--- config.mk ---
export PLATFORM = sky130hd
export DESIGN_NAME = loc_irq_timer
export DESIGN_NICKNAME = d
export VERILOG_FILES = /design/src/rtl/lirqt_pkg.sv /design/src/rtl/lirqt_regs.sv /design/src/rtl/lirqt_prescaler.sv /design/src/rtl/lirqt_counter.sv /design/src/rtl/loc_irq_timer.sv
export SDC_FILE = /design/constraint.sdc
export NUM_CORES = 1
export LEC_CHECK = 0
export ABC_AREA = 0
export BUFFER_PORTS_ARGS = -buffer_cell sky130_fd_sc_hd__buf_2
export CAP_MARGIN = 20
export CORE_UTILIZATION = 45
export CTS_CLUSTER_SIZE = 28
export DETAILED_ROUTE_END_ITERATION = 8
export PLACE_DENSITY = 0.67
export SLEW_MARGIN = 5
export SYNTH_ARGS = -nofsm -noshare
export SYNTH_HDL_FRONTEND = slang
export SYNTH_SLANG_ARGS = --single-unit
--- constraint.sdc ---
create_clock -name clk -period 4.17 [get_ports clk]
set_input_delay 0.2085 -clock clk [delete_from_list [all_inputs] [get_ports clk]]
set_output_delay 0.2085 -clock clk [all_outputs]
set_load 0.005 [all_outputs]
--- src/rtl/lirqt_pkg.sv ---
package lirqt_pkg;
  localparam int OFF_ENTRY = 'h320;
  localparam int OFF_INIT  = 'h380;
  localparam int OFF_CUR   = 'h390;
  localparam int OFF_DIV   = 'h3E0;
  localparam int MASK_BIT  = 16;
  localparam int PER_BIT   = 17;
  localparam int DIV_CW    = 3;
  localparam int PS_MAX_SHIFT = 7;
  localparam int PS_W      = PS_MAX_SHIFT;

  // Number of doubling stages for a divide code; code 7 means no division.
  function automatic int div_shift(input logic [DIV_CW-1:0] code);
    if (code == {DIV_CW{1'b1}}) return 0;
    return int'(code) + 1;
  endfunction
endpackage

--- src/rtl/lirqt_regs.sv ---
module lirqt_regs
  import lirqt_pkg::*;
#(
  parameter int ADDR_W = 12,
  parameter int DATA_W = 32,
  parameter int CNT_W  = 32,
  parameter int VEC_W  = 8
) (
  input  logic              clk,
  input  logic              rst,
  input  logic              wr,
  input  logic              rd,
  input  logic [ADDR_W-1:0] addr,
  input  logic [DATA_W-1:0] wdata,
  input  logic [CNT_W-1:0]  cur_count,
  output logic [DATA_W-1:0] rdata,
  output logic              load,
  output logic [CNT_W-1:0]  load_val,
  output logic [CNT_W-1:0]  init_q,
  output logic [VEC_W-1:0]  vector,
  output logic              mask,
  output logic              periodic,
  output logic [DIV_CW-1:0] div_code
);
  logic sel_entry, sel_init, sel_cur, sel_div, hit;
  logic [DATA_W-1:0] rd_mux;
  logic unused_bits;

  assign sel_entry = (addr == ADDR_W'(OFF_ENTRY));
  assign sel_init  = (addr == ADDR_W'(OFF_INIT));
  assign sel_cur   = (addr == ADDR_W'(OFF_CUR));
  assign sel_div   = (addr == ADDR_W'(OFF_DIV));
  assign hit       = sel_entry | sel_init | sel_cur | sel_div;

  assign load        = wr & sel_init;
  assign load_val    = wdata[CNT_W-1:0];
  assign unused_bits = ^wdata;

  always_ff @(posedge clk) begin
    if (rst) begin
      init_q   <= '0;
      vector   <= '0;
      mask     <= 1'b1;
      periodic <= 1'b0;
      div_code <= '0;
    end else if (wr) begin
      if (sel_init) init_q <= wdata[CNT_W-1:0];
      if (sel_entry) begin
        vector   <= wdata[VEC_W-1:0];
        mask     <= wdata[MASK_BIT];
        periodic <= wdata[PER_BIT];
      end
      if (sel_div) div_code <= {wdata[3], wdata[1], wdata[0]};
    end
  end

  always_comb begin
    rd_mux = '0;
    if (sel_entry) begin
      rd_mux[VEC_W-1:0] = vector;
      rd_mux[MASK_BIT]  = mask;
      rd_mux[PER_BIT]   = periodic;
    end else if (sel_init) begin
      rd_mux[CNT_W-1:0] = init_q;
    end else if (sel_cur) begin
      rd_mux[CNT_W-1:0] = cur_count;
    end else if (sel_div) begin
      rd_mux[3] = div_code[2];
      rd_mux[1] = div_code[1];
      rd_mux[0] = div_code[0];
    end
  end

  always_ff @(posedge clk) begin
    if (rst)     rdata <= '0;
    else if (rd) rdata <= rd_mux;
  end

  // a read of an unmapped offset returns zero on the next cycle
  a_r12_unmapped_zero: assert property (@(posedge clk) disable iff (rst)
    (rd && !hit) |=> (rdata == '0));

  // the divide field only moves on a write to its own offset
  a_r7_div_hold: assert property (@(posedge clk) disable iff (rst)
    !(wr && sel_div) |=> $stable(div_code));
endmodule

--- src/rtl/lirqt_prescaler.sv ---
module lirqt_prescaler
  import lirqt_pkg::*;
(
  input  logic              clk,
  input  logic              rst,
  input  logic              clr,
  input  logic [DIV_CW-1:0] div_code,
  output logic              tick
);
  logic [PS_W-1:0] cnt;
  logic [PS_W-1:0] ratio_m1;

  assign ratio_m1 = PS_W'((1 << div_shift(div_code)) - 1);
  assign tick     = (cnt >= ratio_m1);

  always_ff @(posedge clk) begin
    if (rst || clr) cnt <= '0;
    else if (tick)  cnt <= '0;
    else            cnt <= cnt + 1'b1;
  end

  // with any ratio above one, two ticks are never adjacent
  a_r6_tick_gap: assert property (@(posedge clk) disable iff (rst)
    (tick && !clr && div_code != {DIV_CW{1'b1}}) |=> (!tick || div_code == {DIV_CW{1'b1}}));
endmodule

--- src/rtl/lirqt_counter.sv ---
module lirqt_counter #(
  parameter int CNT_W = 32
) (
  input  logic             clk,
  input  logic             rst,
  input  logic             load,
  input  logic [CNT_W-1:0] load_val,
  input  logic [CNT_W-1:0] init_q,
  input  logic             tick,
  input  logic             periodic,
  output logic [CNT_W-1:0] cur,
  output logic             expire
);
  localparam logic [CNT_W-1:0] ONE = CNT_W'(1);

  assign expire = tick & ~load & (cur == ONE);

  always_ff @(posedge clk) begin
    if (rst) begin
      cur <= '0;
    end else if (load) begin
      cur <= load_val;
    end else if (tick && cur != '0) begin
      if (cur == ONE) cur <= periodic ? init_q : '0;
      else            cur <= cur - ONE;
    end
  end

  // a stopped counter stays stopped until a new load
  a_r9_idle_hold: assert property (@(posedge clk) disable iff (rst)
    (cur == '0 && !load) |=> (cur == '0));

  // each tick takes exactly one off a count above one
  a_r2_step: assert property (@(posedge clk) disable iff (rst)
    (!load && tick && cur > ONE) |=> (cur == $past(cur) - ONE));

  // without a tick or a load the count is frozen
  a_r2_freeze: assert property (@(posedge clk) disable iff (rst)
    (!load && !tick) |=> $stable(cur));

  // expiry in periodic mode restores the initial count
  a_r4_reload: assert property (@(posedge clk) disable iff (rst)
    (!load && tick && cur == ONE && periodic) |=> (cur == $past(init_q)));
endmodule

--- src/rtl/loc_irq_timer.sv ---
module loc_irq_timer
  import lirqt_pkg::*;
#(
  parameter int ADDR_W = 12,
  parameter int DATA_W = 32,
  parameter int CNT_W  = 32,
  parameter int VEC_W  = 8
) (
  input  logic              clk,
  input  logic              rst,
  input  logic              reg_wr,
  input  logic              reg_rd,
  input  logic [ADDR_W-1:0] reg_addr,
  input  logic [DATA_W-1:0] reg_wdata,
  output logic [DATA_W-1:0] reg_rdata,
  output logic              irq_valid,
  output logic [VEC_W-1:0]  irq_vector
);
  logic              load, mask, periodic, tick, expire;
  logic [CNT_W-1:0]  load_val, init_q, cur;
  logic [VEC_W-1:0]  vector;
  logic [DIV_CW-1:0] div_code;

  lirqt_regs #(
    .ADDR_W(ADDR_W), .DATA_W(DATA_W), .CNT_W(CNT_W), .VEC_W(VEC_W)
  ) u_regs (
    .clk(clk), .rst(rst), .wr(reg_wr), .rd(reg_rd), .addr(reg_addr),
    .wdata(reg_wdata), .cur_count(cur), .rdata(reg_rdata), .load(load),
    .load_val(load_val), .init_q(init_q), .vector(vector), .mask(mask),
    .periodic(periodic), .div_code(div_code)
  );

  lirqt_prescaler u_presc (
    .clk(clk), .rst(rst), .clr(load), .div_code(div_code), .tick(tick)
  );

  lirqt_counter #(.CNT_W(CNT_W)) u_cnt (
    .clk(clk), .rst(rst), .load(load), .load_val(load_val), .init_q(init_q),
    .tick(tick), .periodic(periodic), .cur(cur), .expire(expire)
  );

  always_ff @(posedge clk) begin
    if (rst) begin
      irq_valid  <= 1'b0;
      irq_vector <= '0;
    end else begin
      irq_valid <= expire & ~mask;
      if (expire && !mask) irq_vector <= vector;
    end
  end

  // a request only follows a cycle in which the mask was clear
  a_r5_masked_quiet: assert property (@(posedge clk) disable iff (rst)
    irq_valid |-> $past(!mask));
endmodule

==> results.py, run 1 <==
metrics = {
    "synth": {
        "synth_cell_types": 67,
        "synth_top_family_by_area": "simple AND/OR/NAND/NOR gates",
        "syn_avg_cell_area_um2": 7.94,
        "yosysSeqAreaShare": 0.389,
        "synth_xor_area_frac": 0.0150,
        "synth_compound_area_frac": 0.247,
        "synth_area_leaders": "dfxtp_1 (39%), nand2_1 (7.7%), a21oi_1 (5.8%), nor2_1 (5.2%), a22oi_1 (3.7%)",
        "ys_ff_latch": 125,
        "yosys.area.top_type": "dfxtp_1",
        "synth_edf_count": 0,
        "syn_inst": 811,
        "synth-async-reset-ratio": 0,
        "ys.flop_type": "dfxtp_1",
        "synth_top_area_share": 0.389,
        "synth.area.mux_share": 0.0157,
        "synth_nets": 872,
        "synth-adder-area-share": 0.0253,
        "yosys_warnings": 0,
        "synth_area_um2": 6440,
        "synth-simple-area-share": 0.263,
    },
    "cells_and_area": {
        "layout_commonest_cell": "nand2_1",
        "drive_above_1_share": 0.180,
        "final_area_um2": 7620,
        "syn2layout_area_growth_pct": 18.4,
        "finalNetCount": 939,
        "antennaDiodeCount": 0,
        "regArea_um2": 2500,
        "multiInputGateArea_um2": 3670,
        "num-fill-cells": 1331,
        "most-common-layout-cells": "nand2_1 (132), dfxtp_1 (125), nor2_1 (89)",
    },
    "worst_setup_path": {
        "crit_type": "reg -> reg",
        "path_max_fanout": 9,
        "setup.worst_path.end_class": "flop",
        "cp.required_ps": 4470,
        "path_buf_inv": 1,
        "slowest_delay_ps": 490,
        "start_kind": "flop",
        "worstPathCellList": "ha_1 > ha_1 > or4_1 > ha_2 > mux2_2 > a32oi_1 > ha_1 > and3_1 > a221o_1 > a31o_2 > nand2_1 > buf_4 > a221oi_1 > or3_1",
        "crit_slowest_cell": "or4_1",
        "crit_family": "simple AND/OR/NAND/NOR gates",
        "worstPathArrival_ps": 4340,
        "cpMostUsedCell": "ha_1",
    },
    "pwr": {
        "power_frac_comb": 0.411,
        "pwr-share-clk": 0.289,
        "power.leakage_nw": 2.95,
        "p_int_mw": 3.00,
        "cellPowerDensity_nw_per_um2": 653,
        "irDropWorstVdd_mv": 0.403,
        "swShare": 0.398,
        "switchingPower_mw": 1.98,
        "seq_power_share": 0.300,
    },
    "clock_tree": {
        "cts_resized": 0,
        "clockRootBuffer": "clkbuf_16",
        "cts_made_buffers": 17,
        "clock_sinks": 125,
        "tritoncts": "done",
        "h-tree-depth": 4,
        "cts_setup_buffers": 0,
        "clk_pin_slew_ps": 60,
        "clk_latency_ps": 420,
        "clockBufferDepth": 2,
        "hold_buffers": 0,
    },
    "sta": {
        "grt_setup_unrepaired": "false",
        "clock-skew-final_ps": 9.42,
        "period_share": 0.970,
        "finalMaxSlewViolations": 0,
        "fmax_mhz": 247,
        "worstMarginPinSlew_ps": 885,
        "fin_crit_ps": 4040,
        "setup_viol": 0,
        "slew-limit-headroom": 0.405,
        "setup_tns_ps": 0,
        "finalHoldViolations": 0,
    },
    "placement": {
        "io_buffers": 88,
        "placed_cell_area_um2": 7020,
        "dp_hpwl_mm": 12.3,
        "place.gp.congestion": 0.916,
    },
    "detailed_routing": {
        "route.detailed.drc": 0,
        "ant_nets": 0,
        "first_iter_violations": 638,
        "dr.pass1.iters": 5,
        "wirelength_mm": 18.5,
        "routed-via-count": 6408,
        "drt-wirelength-per-cell_um": 17.3,
        "routed_via_density": 5.99,
    },
    "global_route": {
        "grt_max_degree": 65,
        "antenna_found_initial": 0,
        "grt_pass1_vias": 5876,
        "groute.usage.overall": 0.261,
        "grtUsageMet1": 0.347,
        "met3_usage": 0.0534,
        "grtUsageMet2": 0.412,
        "busiest_layer": "met2",
        "gr-total-overflow": 0,
        "grt_pass1_wl_mm": 30.2,
    },
    "die": {
        "design.core.area_um2": 13900,
        "dieArea_um2": 14800,
        "ios": 89,
        "fp.dieW_um": 122,
        "die_h_um": 122,
        "num_rows": 43,
        "initial_core_util": 0.462,
    },
    "run_status": {
        "status": "completed",
    },
    "flow_run": {
        "drv_cap": 0,
    },
    "min_path": {
        "hold_class": "in -> reg",
    },
}
[through the flow]
step                cells  hold WS (ps)  utilization  total power, mW  setup WS (ps)
global placement     1038           459        0.504             3.49            196
finish               1070          29.8        0.547             4.98            125
detailed placement   1038           458        0.504             3.50           97.3
CTS                  1069          18.2        0.545             4.93           65.4
floorplan             811           317            -             2.94            244
global route         1070          33.4        0.547             5.28           7.12
[sequential cells by signal, indices dropped and copies added (netlist names)]
| name | flops |
|---|---|
| u_cnt.cur | 32 |
| u_regs.init_q | 32 |
| u_regs.rdata | 32 |
| irq_vector | 8 |
| u_regs.vector | 8 |
| u_presc.cnt | 7 |
| u_regs.div_code | 3 |
| irq_valid | 1 |
| u_regs.mask | 1 |
| u_regs.periodic | 1 |
[cell type report]
cell class                 count  share of cell area
clock buffer                  24              0.0632
clock inverter                 7              0.0115
inverter                       6             0.00296
multi-input combinational    617               0.481
sequential                   125               0.328
tap                          180              0.0296
timing repair buffer         111              0.0829
[worst paths after layout]
kind / start / end / slack [ps] / depth (start not counted)
min: reg_wdata[8] / u_cnt.cur[8]$_SDFFE_PP0P_ / 30 / 2
max reg2reg: u_regs.div_code[1]$_SDFFE_PP0P_ / u_cnt.cur[25]$_SDFFE_PP0P_ / 130 / 14
max: u_regs.div_code[1]$_SDFFE_PP0P_ / u_cnt.cur[25]$_SDFFE_PP0P_ / 130 / 14
min reg2reg: u_regs.init_q[11]$_SDFFE_PP0P_ / u_regs.init_q[11]$_SDFFE_PP0P_ / 470 / 2
[power by group through the flow]
stage | clock (mW) | sequential, mW | combinational (mW)
3_3_place_gp | 0 | 1.51 | 1.98
2_1_floorplan | 0 | 1.46 | 1.48
5_1_grt | 1.51 | 1.51 | 2.25
6_report | 1.44 | 1.49 | 2.05
3_5_place_dp | 0 | 1.51 | 1.99
4_1_cts | 1.45 | 1.49 | 1.99
[per-layer routing]
metal / vias up / part of all wire
met1: 3015 / 0.45
met3: 30 / 0.065
met5: - / 0
met2: 239 / 0.47
li1: 3124 / -
met4: 0 / 0.018
[Yosys cell counts, types with 4 or more instances]
cell / instances
nor2_1: 89
a211oi_2: 4
or4_1: 7
or3_1: 8
o21bai_1: 5
nor4_1: 11
o211ai_1: 13
nand3_1: 33
o31ai_1: 4
a311oi_1: 10
and2_1: 4
mux2i_1: 9
ha_1: 13
and3_1: 14
a31oi_1: 9
nand4_1: 11
buf_2: 9
nand2b_1: 6
a222oi_1: 4
a22oi_1: 32
o21ai_0: 14
a211oi_1: 25
nand2_1: 132
a221oi_1: 7
xor2_1: 8
a21oi_1: 74
clkbuf_1: 47
nor3_1: 17
inv_1: 6
dfxtp_1: 125
[cell families (layout without fill, tap and decap cells)]
group | after synthesis | count (layout)
AOI/OAI and AO/OA | 232 | 232
xor gates and xnor gates | 11 | 11
adders and majority gates | 13 | 13
buffers and inverters | 69 | 148
DFF | 125 | 125
muxes | 10 | 10
and+or+nand+nor | 351 | 351
Power figures use the tool's default switching activity.
==> inputs of run 2 (changes only) <==
--- a/config.mk
+++ b/config.mk
@@ -8,10 +8,10 @@
 export ABC_AREA = 0
 export BUFFER_PORTS_ARGS = -buffer_cell sky130_fd_sc_hd__buf_2
 export CAP_MARGIN = 20
-export CORE_UTILIZATION = 45
+export CORE_UTILIZATION = 52
 export CTS_CLUSTER_SIZE = 28
 export DETAILED_ROUTE_END_ITERATION = 8
-export PLACE_DENSITY = 0.67
+export PLACE_DENSITY = 0.76
 export SLEW_MARGIN = 5
 export SYNTH_ARGS = -nofsm -noshare
 export SYNTH_HDL_FRONTEND = slang
==> run 2 against run 1 <==
Net effect: flip-flop and latch count did not move; clock power barely moved; fmax fell by 0.16%; utilization rose by 8.3 points; critical endpoint is now u_cnt.cur[8]$_SDFFE_PP0P_; sequential power barely moved; setup slack got worse by 6.6 ps.
==> results.py, run 2 (synthesis gave the netlist of run 1 again) <==
metrics = {
    "global_route": {
        "antenna_found_initial": 0,
        "grt_pass1_wl_mm": 31.2,
        "grt_max_degree": 65,
        "gr-total-overflow": 0,
        "groute.usage.overall": 0.307,
        "grt_pass1_vias": 6202,
    },
    "cells_and_area": {
        "finish.utilization": 0.630,
        "antennaDiodeCount": 0,
        "num-fill-cells": 1070,
        "regArea_um2": 2500,
        "finalNetCount": 936,
        "fin_cells": 1056,
        "most-common-layout-cells": "nand2_1 (131), dfxtp_1 (125), nor2_1 (89)",
        "drive_above_1_share": 0.182,
        "syn2layout_area_growth_pct": 18.0,
        "multiInputGateArea_um2": 3670,
        "layout_commonest_cell": "nand2_1",
        "largestRegisters": "u_cnt.cur (32), u_regs.init_q (32), u_regs.rdata (32)",
    },
    "sta": {
        "period_share": 0.972,
        "worstMarginPinSlew_ps": 934,
        "setup_viol": 0,
        "clock-skew-final_ps": 6.72,
        "fmax_mhz": 247,
        "grt_setup_unrepaired": "true",
        "finalHoldViolations": 0,
        "slew-limit-headroom": 0.372,
        "finalMaxSlewViolations": 0,
        "fin_crit_ps": 4050,
        "setup_tns_ps": 0,
    },
    "worst_setup_path": {
        "setup.worst_path.end_class": "flop",
        "crit_slowest_cell": "or4_1",
        "worstPathCellList": "ha_1 > ha_1 > or4_1 > ha_1 > mux2_2 > a32oi_1 > ha_1 > and3_1 > a221o_1 > a31o_2 > nand3_1 > buf_4 > a21oi_1 > a211o_1",
        "start_kind": "flop",
        "crit_type": "reg -> reg",
        "path_max_fanout": 10,
        "cpMostUsedCell": "ha_1",
        "worstPathArrival_ps": 4360,
        "slowest_delay_ps": 490,
        "cp.required_ps": 4480,
    },
    "placement": {
        "dp_hpwl_mm": 12.7,
        "place.gp.congestion": 0.913,
        "io_buffers": 88,
        "dp.cells": 1023,
    },
    "clock_tree": {
        "clockBufferDepth": 2,
        "tritoncts": "done",
        "clk_latency_ps": 420,
        "h-tree-depth": 4,
        "clockRootBuffer": "clkbuf_16",
        "clock_sinks": 125,
        "cts_made_buffers": 17,
        "hold_buffers": 0,
        "clk_pin_slew_ps": 60,
    },
    "detailed_routing": {
        "routed-via-count": 6520,
        "first_iter_violations": 540,
        "routed_via_density": 6.17,
        "dr.pass1.iters": 5,
        "route.detailed.drc": 0,
        "wirelength_mm": 18.9,
        "ant_nets": 0,
        "drt-wirelength-per-cell_um": 17.9,
    },
    "die": {
        "initial_core_util": 0.534,
        "design.core.area_um2": 12100,
        "dieArea_um2": 12800,
        "fp.dieW_um": 113,
        "die_h_um": 113,
        "ios": 89,
        "num_rows": 40,
    },
    "pwr": {
        "p_total_mw": 5.00,
        "power.leakage_nw": 2.94,
        "cellPowerDensity_nw_per_um2": 659,
        "irDropWorstVdd_mv": 0.365,
    },
    "run_status": {
        "status": "completed",
    },
    "flow_run": {
        "drv_cap": 0,
    },
    "min_path": {
        "hold_class": "in -> reg",
    },
}
-- run 2: cell count changes in the layout (fill, tap and decap cells not counted), sizes merged --
| cell | previous run | this run |
|---|---|---|
| buf | 111 | 108 |
| bufinv | 2 | 1 |
| clkbuf | 24 | 19 |
| clkinvlp | 1 | 3 |
| inv | 6 | 11 |
-- run 2: worst paths after layout --
| check | to | startpoint | cells past startpoint | slack, ps |
|---|---|---|---|---|
| setup / recovery | u_cnt.cur[8]$_SDFFE_PP0P_ | u_regs.div_code[1]$_SDFFE_PP0P_ | 14 | 120 |
| hold / removal | u_cnt.cur[8]$_SDFFE_PP0P_ | reg_wdata[8] | 2 | 20 |
| setup reg to reg | u_cnt.cur[8]$_SDFFE_PP0P_ | u_regs.div_code[1]$_SDFFE_PP0P_ | 14 | 120 |
| hold reg to reg | u_regs.init_q[1]$_SDFFE_PP0P_ | u_regs.init_q[1]$_SDFFE_PP0P_ | 2 | 470 |
-- run 2: per-layer routing --
metal	routed length, um	GRT usage	share of wire	vias up
met5	0	0	0	-
met4	417	0.133	0.022	0
met3	1370	0.0648	0.073	31
met2	8830	0.494	0.47	283
met1	8320	0.399	0.44	3083
li1	-	-	-	3123
-- run 2: cell type report --
type	instances	share of cell area
sequential	125	0.329
clock inverter	13	0.0173
inverter	6	0.00296
multi-input combinational	617	0.483
clock buffer	19	0.0596
timing repair buffer	108	0.0802
tap	168	0.0277
-- run 2: worst max-delay path, delay by kind of cell, from the launching register on --
kind | cells | cell delay [ps]
AOI/OAI and AO/OA | 5 | 1090
adders and majority gates | 4 | 1050
and+or+nand+nor | 3 | 970
DFF | 1 | 330
muxes | 1 | 280
buffers and inverters | 1 | 200
-- run 2: stage by stage --
step	hold WS, ps	setup slack, ps	area [um^2]
final	19.6	119	7600
after global routing	15.7	-55.3	7600
after CTS	13.8	44.8	7570
after detailed placement	451	67.7	6980
after global placement	447	131	6980
after floorplan	317	244	6440
-- run 2: what timing repair did --
action	4_1_cts	5_1_grt
endpoints found under the setup margin	0	27
gates resized for setup	0	5
buffers inserted	0	0
-- run 2: where the power goes --
part | total [mW] | internal [mW] | switching [mW]
logic | 2.07 | 0.761 | 1.31
clock network | 1.45 | 0.863 | 0.583
registers | 1.49 | 1.32 | 0.166
